[config.mk]
export PLATFORM = sky130hd
export DESIGN_NAME = buffered_ic
export DESIGN_NICKNAME = d
export VERILOG_FILES = /design/src/rtl/icb_pkg.sv /design/src/rtl/icb_mode_dec.sv /design/src/rtl/icb_channel.sv /design/src/rtl/buffered_ic.sv
export SDC_FILE = /design/constraint.sdc
export NUM_CORES = 1
export LEC_CHECK = 0
export ABC_AREA = 0
export BUFFER_PORTS_ARGS = -buffer_cell sky130_fd_sc_hd__buf_2
export CAP_MARGIN = 25
export CELL_PAD_IN_SITES_DETAIL_PLACEMENT = 0
export CELL_PAD_IN_SITES_GLOBAL_PLACEMENT = 1
export CORE_MARGIN = 5
export CORE_UTILIZATION = 42
export CTS_BUF_LIST = sky130_fd_sc_hd__clkbuf_16
export DETAILED_ROUTE_END_ITERATION = 8
export GPL_TIMING_DRIVEN = 0
export HOLD_SLACK_MARGIN = 0.1
export PLACE_DENSITY = 0.93
export SYNTH_ARGS = -nofsm -noshare
export SYNTH_HDL_FRONTEND = slang
export SYNTH_SLANG_ARGS = --single-unit
[constraint.sdc]
create_clock -name clk -period 2.4 [get_ports clk]
set_clock_uncertainty 0.15 [all_clocks]
set_input_delay 0.12 -clock clk [delete_from_list [all_inputs] [get_ports clk]]
set_output_delay 0.12 -clock clk [all_outputs]
set_load 0.02 [all_outputs]
[src/rtl/icb_pkg.sv]
package icb_pkg;
  typedef enum logic [1:0] {
    ICB_DIRECT = 2'd0,
    ICB_QUEUE  = 2'd1,
    ICB_LATCH  = 2'd2
  } icb_mode_e;
endpackage

[src/rtl/icb_mode_dec.sv]
module icb_mode_dec
  import icb_pkg::*;
(
  input  logic      buf_en,
  input  logic      latch_sel,
  input  logic      flag_on_hold,
  output icb_mode_e mode,
  output logic      flag_on_xfer
);
  always_comb begin
    if (!buf_en)        mode = ICB_DIRECT;
    else if (latch_sel) mode = ICB_LATCH;
    else                mode = ICB_QUEUE;
  end

  // the alternative flag mode only takes effect in queue mode
  assign flag_on_xfer = flag_on_hold && (mode == ICB_QUEUE);
endmodule

[src/rtl/icb_channel.sv]
module icb_channel
  import icb_pkg::*;
#(
  parameter int TW = 16
) (
  input  logic          clk,
  input  logic          rst,
  input  icb_mode_e     mode,
  input  logic          flag_on_xfer,
  input  logic          latch_evt,
  input  logic [TW-1:0] timer,
  input  logic          edge_stb,
  input  logic          cap_rd,
  input  logic          flag_clr,
  output logic [TW-1:0] cap_q,
  output logic [TW-1:0] hold_q,
  output logic          flag_q
);
  logic cap_full;
  logic q_shift;
  logic l_copy;
  logic flag_set;

  assign q_shift  = (mode == ICB_QUEUE) && edge_stb && cap_full;
  assign l_copy   = (mode == ICB_LATCH) && latch_evt;
  assign flag_set = flag_on_xfer ? q_shift : edge_stb;

  always_ff @(posedge clk) begin
    if (rst) begin
      cap_q    <= '0;
      hold_q   <= '0;
      cap_full <= 1'b0;
      flag_q   <= 1'b0;
    end else begin
      if (edge_stb) cap_q <= timer;
      if (q_shift || l_copy) hold_q <= cap_q;
      if (edge_stb)    cap_full <= 1'b1;
      else if (cap_rd) cap_full <= 1'b0;
      flag_q <= (flag_q && !flag_clr) || flag_set;
    end
  end

  AST_EDGE_LOADS_CAP: assert property (@(posedge clk) disable iff (rst)
    edge_stb |=> cap_q == $past(timer));
  AST_QUEUE_SHIFT: assert property (@(posedge clk) disable iff (rst)
    (mode == ICB_QUEUE && edge_stb && cap_full) |=> hold_q == $past(cap_q));
  AST_EMPTY_NO_SHIFT: assert property (@(posedge clk) disable iff (rst)
    (mode == ICB_QUEUE && edge_stb && !cap_full) |=> $stable(hold_q));
  AST_LATCH_COPY: assert property (@(posedge clk) disable iff (rst)
    (mode == ICB_LATCH && latch_evt) |=> hold_q == $past(cap_q));
  AST_DIRECT_HOLD: assert property (@(posedge clk) disable iff (rst)
    (mode == ICB_DIRECT) |=> $stable(hold_q));
  AST_EDGE_FLAG: assert property (@(posedge clk) disable iff (rst)
    (!flag_on_xfer && edge_stb) |=> flag_q);
  AST_XFER_ONLY_FLAG: assert property (@(posedge clk) disable iff (rst)
    (flag_on_xfer && !flag_q && !(edge_stb && cap_full)) |=> !flag_q);
  AST_FLAG_STICKY: assert property (@(posedge clk) disable iff (rst)
    (flag_q && !flag_clr) |=> flag_q);
endmodule

[src/rtl/buffered_ic.sv]
module buffered_ic
  import icb_pkg::*;
#(
  parameter int NCH = 4,
  parameter int TW  = 16
) (
  input  logic              clk,
  input  logic              rst,
  input  logic [TW-1:0]     timer_val,
  input  logic [NCH-1:0]    cap_edge,
  input  logic              buf_en,
  input  logic              latch_sel,
  input  logic              flag_on_hold,
  input  logic              sw_latch,
  input  logic              mc_zero,
  input  logic [NCH-1:0]    cap_rd,
  input  logic [NCH-1:0]    flag_clr,
  output logic [NCH*TW-1:0] cap_val,
  output logic [NCH*TW-1:0] hold_val,
  output logic [NCH-1:0]    flag
);
  localparam int BUSW = NCH * TW;

  icb_mode_e mode;
  logic      flag_on_xfer;
  logic      latch_evt;

  assign latch_evt = sw_latch || mc_zero;

  icb_mode_dec u_mode (
    .buf_en       (buf_en),
    .latch_sel    (latch_sel),
    .flag_on_hold (flag_on_hold),
    .mode         (mode),
    .flag_on_xfer (flag_on_xfer)
  );

  for (genvar i = 0; i < NCH; i++) begin : g_ch
    icb_channel #(.TW(TW)) u_ch (
      .clk          (clk),
      .rst          (rst),
      .mode         (mode),
      .flag_on_xfer (flag_on_xfer),
      .latch_evt    (latch_evt),
      .timer        (timer_val),
      .edge_stb     (cap_edge[i]),
      .cap_rd       (cap_rd[i]),
      .flag_clr     (flag_clr[i]),
      .cap_q        (cap_val[i*TW +: TW]),
      .hold_q       (hold_val[i*TW +: TW]),
      .flag_q       (flag[i])
    );
  end

  AST_RESET_CLEAR: assert property (@(posedge clk)
    rst |=> (cap_val == {BUSW{1'b0}}) && (hold_val == {BUSW{1'b0}}) && (flag == '0));
endmodule

==> qor.csv <==
stage;metric;value;unit
global_route;grt_util_met2;34.35;%
floorplanning;die_area;15540;um^2
clock_network;root_buffer;clkbuf_16;
logic_synthesis;yosysSeqAreaShare;49.30;%
place;placed_area;6544;um^2
logic_synthesis;synth_area;5523;um^2
final_layout;antenna_cells;0;
power_and_ir_drop;power_density;778.5;nW/um^2
floorplanning;rows;41;
global_route;use_met1;26.30;%
global_route;overflow;0;
sta;drv_slew;0;
floorplanning;die_h;124.7;um
drt;vias;4424;
drt;viasPerCell;4.783;
drt;postRouteAntennaNets;0;
clock_network;tritoncts;yes;
setup_path;critPathLaunchType;input port;
final_layout;stdcell_area;7438;um^2
place;io_buffers;161;
clock_network;ctsResizeCount;0;
global_route;antenna_found_initial;0;
drt;first_pass_iters;5;
sta;final.setup.tns;0;ns
sta;max_freq;0.5762;GHz
global_route;grt_max_degree;17;
outcome;status;completed;
setup_path;cp_data_required_time;2.59;ns
drt;wl_per_cell;17.82;um
power_and_ir_drop;peakVddDrop;0.4469;mV
sta;finalHoldViolations;0;
setup_path;cpPeakStageDelay;0.54;ns
final_layout;final_cell_mix;167 x buf_2, 136 x dfxtp_1, 133 x nand2b_1, 128 x mux2i_1, 68 x nor2_1;
global_route;gr-usage-all-layers;21.13;%
drt;drc;0;
clock_network;clk_path_buf_depth;2;
logic_synthesis;synth_cell_types;17;
logic_synthesis;syn_area_per_cell;10.42;um^2
setup_path;end_kind;flop;
setup_path;worstPathCellList;dlygate4sd3_1 -> buf_2 -> nand2_1 -> o21ai_4 -> buf_12 -> mux2i_1;
floorplanning;coreArea;12770;um^2
setup_path;crit_arrival;1.92;ns
logic_synthesis;synth_nets;565;
sta;finalSetupViolCount;0;
drt;drtIter0Drc;237;
logic_synthesis;syn_inst;530;
floorplanning;start_util;43.24;%
final_layout;areaGrowthSynthToFinish;34.69;%
hold_path;hold_class;in2reg;
sta;grt_setup_unrepaired;false;
place;hpwlAfterDp;12040;um
setup_path;path_max_fanout;10;
clock_network;clock-sinks;136;
sta;worstMarginPinSlew;0.7447;ns
sta;fin_crit;1.736;ns
sta;max-slew-margin-rel;50.35;%
global_route;grt_pass1_vias;4643;
drt;wirelength;16480;um
floorplanning;fp.dieW;124.7;um
flow_run;drv_cap;0;
logic_synthesis;yosysWarnings;0;
place;place.gp.congestion;0.8078;
final_layout;drive_gt1_share;28.02;%
clock_network;h-tree-depth;4;
sta;holdWs;0.1349;ns
global_route;grt_busiest_layer;met2;
floorplanning;io_pins;167;
sta;fin_crit_sh;72.31;%
clock_network;cts_buffers;17;
final_layout;final_nets;775;
clock_network;clk_latency;0.41;ns
power_and_ir_drop;p_leak;0.003455;uW
clock_network;clk_pin_slew;0.06;ns
setup_path;path_class;in2reg;
power_and_ir_drop;total_power;5791;uW
global_route;grt_pass1_wl;25890;um
setup_path;slowest_stage;dlygate4sd3_1;
logic_synthesis;ys_ff_latch;136;
final_layout;final_common_cell;buf_2;
global_route;grt_use_met3;7.504;%
==> final timing paths <==
check,startpoint,endpoint,slack (ns),cells after the start
max,cap_edge[3],g_ch[3].u_ch.hold_q[8],0.66,6
min,flag_on_hold,g_ch[3].u_ch.flag_q,0.13,4
max reg2reg,g_ch[3].u_ch.cap_full,g_ch[3].u_ch.hold_q[8],0.91,4
min reg2reg,g_ch[3].u_ch.hold_q[2],g_ch[3].u_ch.hold_q[2],0.32,2
==> logic make-up (layout without fill, tap and decap cells) <==
family	after synthesis	count (layout)	synth area share [%]
AOI/OAI and AO/OA	17	17	2.651
buffers and inverters	43	266	4.758
DFF	136	136	49.30
muxes	128	128	23.20
and+or+nand+nor	206	206	20.10
==> state kept, by name, summed over array words and instances (netlist names) <==
name / flops
g_ch.u_ch.cap_q: 64
g_ch.u_ch.cap_full: 4
g_ch.u_ch.hold_q: 64
g_ch.u_ch.flag_q: 4
==> what timing repair did <==
item / 4_1_cts / 5_1_grt
hold buffers: 30 / 0
setup buffers: 0 / 0
endpoints found under the hold margin: 79 / 0
==> critical path: cells and delay by family <==
family	cells	cell delay, ns
simple gates	1	0.14
mux	1	0.20
compound gates	1	0.41
buf+inv	3	1.04
==> through the flow <==
stage               setup slack (ns)  cells  utilization (%)
floorplan                      1.109    530                -
global placement              0.8114    863            51.23
detailed placement            0.7721    863            51.23
CTS                           0.6802    925            58.23
global route                  0.5906    925            58.23
finish                        0.6645    925            58.23
==> cells in the mapped netlist <==
master,instances,area [um^2]
a21oi_1,8,40.04
buf_12,3,60.06
buf_2,6,30.03
buf_4,7,52.55
buf_6,1,11.26
buf_8,1,15.01
clkbuf_1,21,78.83
dfxtp_1,136,2723
inv_1,4,15.01
mux2i_1,128,1281
nand2_1,4,15.01
nand2b_1,133,832.1
nand3b_1,1,7.510
nor2_1,68,255.2
o211ai_4,1,21.27
o21ai_0,4,20.02
o21ai_4,4,65.06
==> report_power, final <==
group | switching [uW] | internal (uW)
sequential | 81.0 | 2360
combinational | 406 | 298
clock | 941 | 1700
==> per-layer routing <==
layer	up-vias	part of all wire [%]
met4	0	1.6
met2	146	47
li1	2148	-
met1	2105	45
met3	25	5.8
met5	-	0
==> layout make-up <==
type	count	area, um^2
flip-flops and latches	136	2723
repair buffers	191	1106
multi-input cells	351	2537
clock buffers	17	425.4
fillers	1091	5335
plain buffers	39	247.7
clock inverters	15	168.9
inverters	4	15.01
well taps	172	215.2
Power figures use the tool's default switching activity.
